[config.mk]
export PLATFORM = sky130hd
export DESIGN_NAME = npc_poll_fsm
export DESIGN_NICKNAME = d
export VERILOG_FILES = /design/src/rtl/nor_poll_pkg.sv /design/src/rtl/npc_poll_fsm.sv
export SDC_FILE = /design/constraint.sdc
export NUM_CORES = 1
export LEC_CHECK = 0
export BUFFER_PORTS_ARGS = -buffer_cell sky130_fd_sc_hd__buf_2
export CAP_MARGIN = 10
export CORE_MARGIN = 3
export CORE_UTILIZATION = 48
export DETAILED_ROUTE_END_ITERATION = 10
export GPL_TIMING_DRIVEN = 0
export PLACE_DENSITY = 0.82
export SLEW_MARGIN = 0
export SYNTH_ARGS = -nofsm -noshare
export SYNTH_HDL_FRONTEND = slang
export SYNTH_SLANG_ARGS = --single-unit
[constraint.sdc]
create_clock -name clk -period 3 [get_ports clk]
set_input_delay 0.3 -clock clk [delete_from_list [all_inputs] [get_ports clk]]
set_output_delay 0.3 -clock clk [all_outputs]
set_load 0.1 [all_outputs]
[src/rtl/nor_poll_pkg.sv]
package nor_poll_pkg;

   typedef enum logic [2:0] {
      ST_IDLE  = 3'd0,
      ST_POLL  = 3'd1,
      ST_RECHK = 3'd2,
      ST_CAPT  = 3'd3,
      ST_DONE  = 3'd4
   } poll_state_e;

   typedef enum logic [1:0] {
      VERD_NONE = 2'd0,
      VERD_PASS = 2'd1,
      VERD_FAIL = 2'd2
   } verdict_e;

endpackage

[src/rtl/npc_poll_fsm.sv]
module npc_poll_fsm
   import nor_poll_pkg::*;
#(
   parameter int DW          = 8,
   parameter int STATUS_BIT  = 7,
   parameter int TIMEOUT_BIT = 5
) (
   input  logic          clk,
   input  logic          rst_n,
   input  logic          start_i,
   input  logic [DW-1:0] expect_i,
   input  logic          rdone_i,
   input  logic [DW-1:0] rdata_i,
   input  logic          expired_i,
   output logic          first_o,
   output logic          again_o,
   output logic          miss_o,
   output logic          clear_o,
   output logic          busy_o,
   output logic          done_o,
   output logic          pass_o,
   output logic          fail_o,
   output logic [DW-1:0] data_o
);

   poll_state_e   state_q, state_d;
   verdict_e      verd_q, verd_d;
   logic [DW-1:0] exp_q;
   logic [DW-1:0] data_q;
   logic          capture;
   logic          accept;
   logic          match;
   logic          tflag;

   assign accept = start_i && ((state_q == ST_IDLE) || (state_q == ST_DONE));
   assign match  = (rdata_i[STATUS_BIT] == exp_q[STATUS_BIT]);
   assign tflag  = rdata_i[TIMEOUT_BIT];

   always_comb begin
      state_d = state_q;
      verd_d  = verd_q;
      first_o = 1'b0;
      again_o = 1'b0;
      miss_o  = 1'b0;
      capture = 1'b0;
      unique case (state_q)
         ST_IDLE, ST_DONE: begin
            if (accept) begin
               first_o = 1'b1;
               verd_d  = VERD_NONE;
               state_d = ST_POLL;
            end
         end
         ST_POLL: begin
            if (rdone_i) begin
               if (match) begin
                  again_o = 1'b1;
                  state_d = ST_CAPT;
               end else if (tflag) begin
                  again_o = 1'b1;
                  state_d = ST_RECHK;
               end else begin
                  miss_o = 1'b1;
                  if (expired_i) begin
                     capture = 1'b1;
                     verd_d  = VERD_FAIL;
                     state_d = ST_DONE;
                  end else begin
                     again_o = 1'b1;
                  end
               end
            end
         end
         ST_RECHK: begin
            if (rdone_i) begin
               if (match) begin
                  again_o = 1'b1;
                  state_d = ST_CAPT;
               end else begin
                  capture = 1'b1;
                  verd_d  = VERD_FAIL;
                  state_d = ST_DONE;
               end
            end
         end
         ST_CAPT: begin
            if (rdone_i) begin
               capture = 1'b1;
               verd_d  = VERD_PASS;
               state_d = ST_DONE;
            end
         end
         default: begin
            state_d = ST_IDLE;
            verd_d  = VERD_NONE;
         end
      endcase
   end

   always_ff @(posedge clk) begin
      if (!rst_n) begin
         state_q <= ST_IDLE;
         verd_q  <= VERD_NONE;
         exp_q   <= '0;
         data_q  <= '0;
      end else begin
         state_q <= state_d;
         verd_q  <= verd_d;
         if (accept) begin
            exp_q <= expect_i;
         end
         if (capture) begin
            data_q <= rdata_i;
         end
      end
   end

   assign clear_o = accept;
   assign busy_o  = (state_q == ST_POLL) || (state_q == ST_RECHK) || (state_q == ST_CAPT);
   assign done_o  = (state_q == ST_DONE);
   assign pass_o  = done_o && (verd_q == VERD_PASS);
   assign fail_o  = done_o && (verd_q == VERD_FAIL);
   assign data_o  = data_q;

endmodule

==> impl_metrics.env, run 1 <==
export IMPL_outcome="complete, no violations"
export IMPL_setup_tns_ns=0
export IMPL_r2r_end="data_o[6]"
export IMPL_finalCritPeriodShare_pct=69.3
export IMPL_path_max_fanout=7
export IMPL_hold_viol=0
export IMPL_ant_nets=0
export IMPL_r2r_start="exp_q[7]"
export IMPL_ios=37
export IMPL_cts_buffers=3
export IMPL_worstPathRequired_ns=2.70
export IMPL_finalPower_w=0.000553
export IMPL_period_needed_ns=2.08
export IMPL_die_h_um=46.2
export IMPL_worstHoldPathType="input port to flip-flop"
export IMPL_cts_sinks=14
export IMPL_rsz0062_at_grt="false"
export IMPL_dpl_cell_count=134
export IMPL_power_density_nw_per_um2=567
export IMPL_clock_latency_ns=0.28
export IMPL_cts_resized=0
export IMPL_skew_ns=0.000570
export IMPL_cts_hold_buf=0
export IMPL_cp_start_kind="flip-flop"
export IMPL_synthesis_area_um2=774
export IMPL_endpoint_kind="primary output"
export IMPL_vias=744
export IMPL_final_nets=145
export IMPL_leakage_nw=0.463
export IMPL_gp_congestion=0.879
export IMPL_tightest_slew_ns=0.492
export IMPL_cts_setup_buffers=0
export IMPL_core_um2=1400
export IMPL_synth_top_area_share_pct=36.2
export IMPL_synth_async_reset_ratio_pct=0
export IMPL_first_iter_violations=13
export IMPL_worstHoldStart="expect_i[7]"
export IMPL_antenna_cells=0
export IMPL_worstHoldEndpoint="exp_q[7]"
export IMPL_relSlewSlack_pct=67.5
export IMPL_cts_root_buf="clkbuf_4"
export IMPL_final_cells=138
export IMPL_synth_edff_count=0
export IMPL_viasPerCell=5.39
export IMPL_grt_pass1_vias=707
export IMPL_final_max_slew_viol_count=0
export IMPL_grt_pass1_wl_mm=2.87
export IMPL_peakVddDrop_mv=0.341
export IMPL_worst_r2r_setup_slack_ns=1.55
export IMPL_synth_area_leaders="dfxtp_1 (36%), mux2i_1 (12%), nand2_1 (8.7%), nor3b_2 (4.8%), nand2b_1 (2.4%)"
export IMPL_avgSynthCellArea_um2=8.61
export IMPL_drc_errors=0
export IMPL_holdPathStages=3
export IMPL_clk_pin_slew_ns=0.09
export IMPL_dp_final_hpwl_mm=1.31
export IMPL_drv_cap=0
export IMPL_antenna_found_initial=0
export IMPL_initial_core_util_pct=55.4
export IMPL_synth_cell_types=33
export IMPL_cts_tree="done"
export IMPL_layout_commonest_cell="buf_2"
export IMPL_overflow=0
export IMPL_syn_nets=111
export IMPL_ys_ff_latch=14
export IMPL_wire_per_inst_um=12.5
export IMPL_area_growth_pct=25.8
export IMPL_std_cell_rows=13
export IMPL_h_tree_depth=1
export IMPL_ys_flop_type="dfxtp_1"
export IMPL_grt_usage_pct=18.2
export IMPL_layout_common_cells="buf_2 (32), nand2_1 (18), dfxtp_1 (14)"
export IMPL_hold_slack_ns=0.256
export IMPL_synth_top_cell_by_area="dfxtp_1"
export IMPL_cp_arrival_ns=1.78
export IMPL_grt_start_max_net_pins=11
export IMPL_synthCells=90
export IMPL_fin_util_pct=69.7
export IMPL_seq_area_frac_synth_pct=36.2
export IMPL_clock_path_buffers=2
export IMPL_fp_dieArea_um2=2130
export IMPL_numPortBuffers=29
export IMPL_drt_first_pass_iters=4
export IMPL_drive_above_1_share_pct=35.8
export IMPL_setup_viol=0
export IMPL_critPathKind="flip-flop to primary output"
export IMPL_synth_warnings=0
export IMPL_fp_dieW_um=46.2
export IMPL_fmax_ghz=0.481
export IMPL_wl_mm=1.72
export IMPL_reg2reg_depth=5
-- critical path: stages, from the launching register on --
cell and delay [ns]:
dfxtp_1 0.34, xnor2_2 0.29, nor2b_1 0.24, a2bb2oi_1 0.10, nor2b_1 0.10, buf_2 0.42
-- cell families (layout without fill, tap and decap cells) --
kind of cell / after synthesis / count (layout) / share of synthesized area [%]
flip-flops: 14 / 14 / 36.2
multiplexers: 9 / 9 / 11.6
AND/OR/NAND/NOR: 39 / 39 / 27.9
AO/OA/AOI/OAI: 16 / 16 / 14.9
buffers and inverters: 11 / 44 / 7.27
XOR/XNOR: 1 / 1 / 2.10
-- worst max path at each step --
stage                     endpoint       start  cells after the start  slack (ns)
after detailed placement   again_o  rdata_i[7]                      6        1.10
after global placement     again_o  rdata_i[7]                      6        1.11
after CTS                  again_o    exp_q[7]                      5        0.92
after global routing       again_o    exp_q[7]                      5        0.81
final                      again_o    exp_q[7]                      5        0.92
after floorplan             fail_o  state_q[0]                      4        0.02
-- area by class of cell --
| type | instances | area (um^2) |
|---|---|---|
| repair buffers | 29 | 145 |
| clock buffers | 4 | 36.3 |
| flip-flops and latches | 14 | 280 |
| multi-input cells | 65 | 438 |
| well taps | 15 | 18.8 |
| inverters | 4 | 15.0 |
| plain buffers | 7 | 41.3 |
| fillers | 124 | 424 |
-- cell usage after synthesis (all sizes together) (2+ instances only) --
| library cell | n |
|---|---|
| clkbuf | 2 |
| o21a | 2 |
| mux2i | 9 |
| dfxtp | 14 |
| nor3b | 3 |
| o21ai | 2 |
| nor2 | 4 |
| nand2 | 18 |
| buf | 5 |
| a21oi | 3 |
| nor2b | 3 |
| nand2b | 3 |
| inv | 4 |
-- routing by layer --
metal	up-vias	global-route usage, %	wire length (um)
li1	375	-	-
met1	346	23.5	755
met2	21	30.5	870
met3	2	2.34	88
met4	0	6.25	6
met5	-	0	0
-- power breakdown --
group	switching, W	leakage (nW)	total, W	internal [W]
logic	0.000155	0.329	0.000211	0.0000564
registers	0.00000571	0.114	0.000203	0.000197
clock network	0.0000653	0.0210	0.000139	0.0000738
total	0.000226	0.463	0.000553	0.000327
-- registers in the layout, summed over array words and instances (netlist names) --
register,cells
state_q,3
exp_q,1
data_o,8
verd_q,2
-- stage by stage --
stage               cell area, um^2  setup WS [ns]
finish                          975          0.920
detailed placement              938           1.10
global route                    975          0.810
floorplan                       774         0.0191
global placement                938           1.11
CTS                             975          0.916
No activity file was read; power rests on OpenSTA's default activity.
==> inputs of run 2 (changes only) <==
--- a/config.mk
+++ b/config.mk
@@ -5,13 +5,14 @@
 export SDC_FILE = /design/constraint.sdc
 export NUM_CORES = 1
 export LEC_CHECK = 0
+export ABC_AREA = 1
 export BUFFER_PORTS_ARGS = -buffer_cell sky130_fd_sc_hd__buf_2
 export CAP_MARGIN = 10
 export CORE_MARGIN = 3
-export CORE_UTILIZATION = 48
+export CORE_UTILIZATION = 45
 export DETAILED_ROUTE_END_ITERATION = 10
 export GPL_TIMING_DRIVEN = 0
-export PLACE_DENSITY = 0.82
+export PLACE_DENSITY = 0.77
 export SLEW_MARGIN = 0
 export SYNTH_ARGS = -nofsm -noshare
 export SYNTH_HDL_FRONTEND = slang
==> constraint.sdc (replaced) <==
create_clock -name clk -period 2 [get_ports clk]
set_input_delay 0.2 -clock clk [delete_from_list [all_inputs] [get_ports clk]]
set_output_delay 0.2 -clock clk [all_outputs]
set_load 0.1 [all_outputs]
==> impl_metrics.env, run 2 <==
export IMPL_fmax_ghz=0.531
export IMPL_layout_common_cells="nor2_1 (33), nand2_1 (29), buf_2 (28)"
export IMPL_ys_flop_type="dfxtp_1"
export IMPL_final_max_slew_viol_count=0
export IMPL_syn_nets=155
export IMPL_worstPathRequired_ns=1.80
export IMPL_worst_r2r_setup_slack_ns=0.55
export IMPL_vias=885
export IMPL_drt_first_pass_iters=4
export IMPL_grt_pass1_vias=815
export IMPL_overflow=0
export IMPL_grt_pass1_wl_mm=3.28
export IMPL_drc_errors=0
export IMPL_clock_path_buffers=2
export IMPL_cts_root_buf="clkbuf_4"
export IMPL_final_nets=189
export IMPL_dpl_cell_area_um2=1050
export IMPL_critPathKind="flip-flop to primary output"
export IMPL_path_depth=6
export IMPL_crit_start="state_q[2]"
export IMPL_avgSynthCellArea_um2=6.20
export IMPL_ant_nets=0
export IMPL_synth_warnings=0
export IMPL_first_iter_violations=18
export IMPL_skew_ns=0.000620
export IMPL_ys_ff_latch=14
export IMPL_synth_area_leaders="dfxtp_1 (34%), nor2_1 (16%), nand2_1 (13%), inv_1 (7.7%), nand3_1 (6.6%)"
export IMPL_fp_dieArea_um2=2400
export IMPL_wire_per_inst_um=9.81
export IMPL_die_h_um=49.0
export IMPL_antenna_cells=0
export IMPL_r2r_start="state_q[2]"
export IMPL_cp_start_kind="flip-flop"
export IMPL_antenna_found_initial=0
export IMPL_cts_buffers=3
export IMPL_numPortBuffers=29
export IMPL_r2r_end="data_o[3]"
export IMPL_h_tree_depth=1
export IMPL_finalCritPeriodShare_pct=94.1
export IMPL_hold_viol=0
export IMPL_cp_endpoint="again_o"
export IMPL_gp_congestion=0.808
export IMPL_cpMostUsedCell="nand2_1"
export IMPL_critical_path_max_stage_delay_ns=0.40
export IMPL_layout_commonest_cell="nor2_1"
export IMPL_critPathBufInv=2
export IMPL_fin_ws_ns=0.117
export IMPL_cts_sinks=14
export IMPL_viasPerCell=4.63
export IMPL_path_max_fanout=5
export IMPL_dp_final_hpwl_mm=1.50
export IMPL_relSlewSlack_pct=67.8
export IMPL_outcome="complete, no violations"
export IMPL_core_um2=1610
export IMPL_fin_util_pct=67.7
export IMPL_synth_most_common_cell="nor2_1"
export IMPL_initial_core_util_pct=51.6
export IMPL_std_cell_rows=14
export IMPL_synth_top_area_share_pct=33.7
export IMPL_synth_common_cells="nor2_1 (36), nand2_1 (29), inv_1 (17), dfxtp_1 (14), nand3_1 (11)"
export IMPL_area_growth_pct=31.3
export IMPL_final_area_um2=1090
export IMPL_rsz0062_at_grt="false"
export IMPL_slowest_stage="dfxtp_1"
export IMPL_synth_cell_types=21
export IMPL_period_needed_ns=1.88
export IMPL_synth_async_reset_ratio_pct=0
export IMPL_highest_layer="met3"
export IMPL_reg2reg_depth=8
export IMPL_seq_area_frac_synth_pct=33.7
export IMPL_wl_met3_um=120
export IMPL_drive_above_1_share_pct=35.9
export IMPL_clock_latency_ns=0.28
export IMPL_dp_slack_ns=0.342
export IMPL_cp_cell_sequence="inv_2 > nand3_2 > nand2_1 > nand2_1 > a211oi_4 > clkbuf_4"
export IMPL_fillers=162
export IMPL_cp_top_family="buffers and inverters"
export IMPL_synthCells=134
export IMPL_endpoint_kind="primary output"
export IMPL_tightest_slew_ns=0.486
export IMPL_synth_edff_count=0
export IMPL_met1Wirelength_um=834
export IMPL_met2WireLength_um=918
export IMPL_ios=37
export IMPL_cts_tree="done"
export IMPL_cts_setup_buffers=0
export IMPL_fp_dieW_um=49.0
export IMPL_synthesis_area_um2=831
export IMPL_worstHoldPathType="input port to flip-flop"
export IMPL_largest_register_ffs=8
export IMPL_synth_top_cell_by_area="dfxtp_1"
export IMPL_grt_usage_pct=17.0
export IMPL_clk_pin_slew_ns=0.08
export IMPL_grt_start_max_net_pins=11
export IMPL_cp_arrival_ns=1.68
export IMPL_setup_viol=0
export IMPL_wl_mm=1.87
export IMPL_drv_cap=0
-- run 2: cells by family after synthesis --
family          count (synthesis)  synth area share (%)
simple gates                   87                  47.4
flops                          14                  33.7
buf+inv                        24                  12.3
compound gates                  9                  6.48
-- run 2: worst min-delay path by stage --
| stage | startpoint | end | slack [ns] | cells after the start |
|---|---|---|---|---|
| detailed placement | data_o[2] | data_o[2] | 0.47 | 2 |
| global placement | data_o[4] | data_o[4] | 0.46 | 2 |
| CTS | rst_n | state_q[1] | 0.18 | 3 |
| global route | rst_n | state_q[0] | 0.20 | 3 |
| floorplan | rst_n | state_q[1] | 0.33 | 2 |
| finish | rst_n | state_q[0] | 0.17 | 3 |
-- run 2: per-layer routing --
metal | global-route usage (%) | vias to the layer above
li1 | - | 470
met1 | 19.7 | 389
met2 | 31.0 | 26
met3 | 5.81 | 0
met4 | 1.42 | 0
met5 | 0 | -
-- run 2: stage by stage --
stage | cells | hold slack (ns) | TNS (ns)
after floorplan | 134 | 0.328 | -0.263
after global placement | 187 | 0.458 | 0
after detailed placement | 187 | 0.469 | 0
after CTS | 191 | 0.180 | 0
after global routing | 191 | 0.198 | 0
final | 191 | 0.173 | 0
-- run 2: repair_timing --
item	CTS	global route
setup endpoints to repair	0	2
resized for setup	0	2
hold buffers	0	0
-- run 2: worst reg2reg max path, cell delays in order, from the launching register on --
cell and delay (ns):
dfxtp_1 0.40, inv_2 0.14, nand3_1 0.11, nor2_1 0.25, nor2_1 0.09, nand2_2 0.16
nand3_1 0.10, nand2_1 0.07, nor2_1 0.04
-- run 2: area by class of cell --
class                      instances  area [um^2]  area share [%]
clock buffer                       4         36.3            3.33
timing repair buffer              29          150            13.8
buffer                             3         23.8            2.18
sequential                        14          283            25.9
tap                               24         30.0            2.75
multi-input combinational         96          489            44.8
inverter                          21         78.8            7.22
Power of run 2 is not shown: default switching activity piles up to over one toggle a cycle in this logic, so the estimate is an artifact.
==> inputs of run 3 (changes only) <==
--- a/config.mk
+++ b/config.mk
@@ -8,11 +8,12 @@
 export ABC_AREA = 1
 export BUFFER_PORTS_ARGS = -buffer_cell sky130_fd_sc_hd__buf_2
 export CAP_MARGIN = 10
-export CORE_MARGIN = 3
-export CORE_UTILIZATION = 45
+export CORE_MARGIN = 2
+export CORE_UTILIZATION = 41
 export DETAILED_ROUTE_END_ITERATION = 10
 export GPL_TIMING_DRIVEN = 0
-export PLACE_DENSITY = 0.77
+export MAX_ROUTING_LAYER = met4
+export PLACE_DENSITY = 0.74
 export SLEW_MARGIN = 0
 export SYNTH_ARGS = -nofsm -noshare
 export SYNTH_HDL_FRONTEND = slang
==> constraint.sdc (replaced) <==
create_clock -name clk -period 1.6 [get_ports clk]
set_input_delay 0.16 -clock clk [delete_from_list [all_inputs] [get_ports clk]]
set_output_delay 0.16 -clock clk [all_outputs]
set_load 0.1 [all_outputs]
==> impl_metrics.env, run 3 (same netlist as run 2, synthesis figures left out) <==
export IMPL_hold_viol=0
export IMPL_grt_usage_pct=17.6
export IMPL_final_cells=202
export IMPL_rsz0062_at_grt="true"
export IMPL_setup_viol=2
export IMPL_h_tree_depth=1
export IMPL_drive_above_1_share_pct=42.3
export IMPL_tightest_slew_ns=0.489
export IMPL_grt_start_max_net_pins=11
export IMPL_hold_slack_ns=0.133
export IMPL_cts_tree="done"
export IMPL_cts_root_buf="clkbuf_4"
export IMPL_cp_arrival_ns=1.49
export IMPL_fin_ws_ns=-0.0527
export IMPL_area_growth_pct=52.6
export IMPL_finalCritPeriodShare_pct=103
export IMPL_worstHoldPathType="input port to flip-flop"
export IMPL_numPortBuffers=29
export IMPL_dp_final_hpwl_mm=1.46
export IMPL_first_iter_violations=11
export IMPL_worst_r2r_setup_slack_ns=0.12
export IMPL_holdPathStages=3
export IMPL_worstPathRequired_ns=1.44
export IMPL_reg2reg_depth=10
export IMPL_skew_ns=0.000543
export IMPL_critPathKind="flip-flop to primary output"
export IMPL_relSlewSlack_pct=67.6
export IMPL_drv_cap=0
export IMPL_fmax_ghz=0.605
export IMPL_period_needed_ns=1.65
export IMPL_grt_pass1_vias=786
export IMPL_layout_commonest_cell="nor2_1"
export IMPL_initial_core_util_pct=42.8
export IMPL_final_nets=197
export IMPL_die_h_um=49.0
export IMPL_core_um2=1940
export IMPL_worstHoldStart="rst_n"
export IMPL_path_max_fanout=5
export IMPL_grt_pass1_wl_mm=3.22
export IMPL_cp_start_kind="flip-flop"
export IMPL_antenna_cells=0
export IMPL_r2r_start="state_q[0]"
export IMPL_drt_first_pass_iters=4
export IMPL_largest_register_ffs=8
export IMPL_wl_mm=2.07
export IMPL_final_max_slew_viol_count=0
export IMPL_layout_common_cells="nor2_1 (33), nand2_1 (28), buf_2 (22)"
export IMPL_outcome="finished with violations"
export IMPL_wire_per_inst_um=10.3
export IMPL_violations="setup timing"
export IMPL_cts_buffers=3
export IMPL_clock_path_buffers=2
export IMPL_viasPerCell=4.63
export IMPL_antenna_found_initial=0
export IMPL_ios=37
export IMPL_std_cell_rows=16
export IMPL_gp_congestion=0.812
export IMPL_fp_dieW_um=49.0
export IMPL_cts_sinks=14
export IMPL_endpoint_kind="primary output"
export IMPL_dpl_cell_count=190
export IMPL_worstHoldEndpoint="exp_q[7]"
export IMPL_clk_pin_slew_ns=0.08
export IMPL_ant_nets=0
export IMPL_fp_dieArea_um2=2400
export IMPL_drc_errors=0
export IMPL_clock_latency_ns=0.28
export IMPL_overflow=0
export IMPL_r2r_end="data_o[6]"
export IMPL_vias=935
run 3: changes by cell type in the layout (fill, tap and decap cells not counted), moves of 3 or more:
cell	previous run	this run
buf_2	28	22
buf_12	0	3
dfxtp_4	0	3
buf_4	1	11
run 3: repair_timing:
item	CTS	global route
hold buffers	0	0
pin swaps	2	5
resized for setup	22	12
endpoints found under the hold margin	0	0
setup endpoints to repair	7	6
setup buffers	3	5
run 3: layer usage:
| metal | track usage [%] | part of all wire (%) |
|---|---|---|
| met3 | 5.83 | 5.0 |
| met2 | 29.2 | 53 |
| met1 | 20.9 | 41 |
| met4 | 3.33 | 0.63 |
| met5 | - | 0 |
run 3: critical path, cell delays in order (launching register included):
cell      delay, ns
dfxtp_4        0.38
inv_2          0.11
nand3_4        0.09
nand2_4        0.08
nand2_1        0.08
a211oi_4       0.26
buf_12         0.21
run 3: metrics by stage:
stage                     TNS, ns  setup WS (ns)  util (%)  cell area [um^2]
after detailed placement  -0.0498        -0.0498      54.5              1060
after global routing       -0.235         -0.115      65.3              1270
after global placement    -0.0288        -0.0288      54.5              1060
after CTS                 -0.0522        -0.0522      61.2              1190
after floorplan             -1.35         -0.623         -               880
final                     -0.0752        -0.0527      65.3              1270
run 3: layout make-up:
cell class	count	area, um^2
plain buffers	3	23.8
fillers	200	674
well taps	27	33.8
flip-flops and latches	14	293
clock buffers	4	36.3
multi-input cells	96	527
inverters	21	83.8
repair buffers	37	270
run 3: worst max path at each step:
stage                     from       to  slack [ns]
CTS                 state_q[2]  again_o       -0.05
detailed placement  state_q[2]  again_o       -0.05
global route        state_q[0]  again_o       -0.12
global placement    state_q[2]  again_o       -0.03
finish              state_q[0]  again_o       -0.05
floorplan           state_q[0]   fail_o       -0.62
Power of run 3 is left out for the same reason.
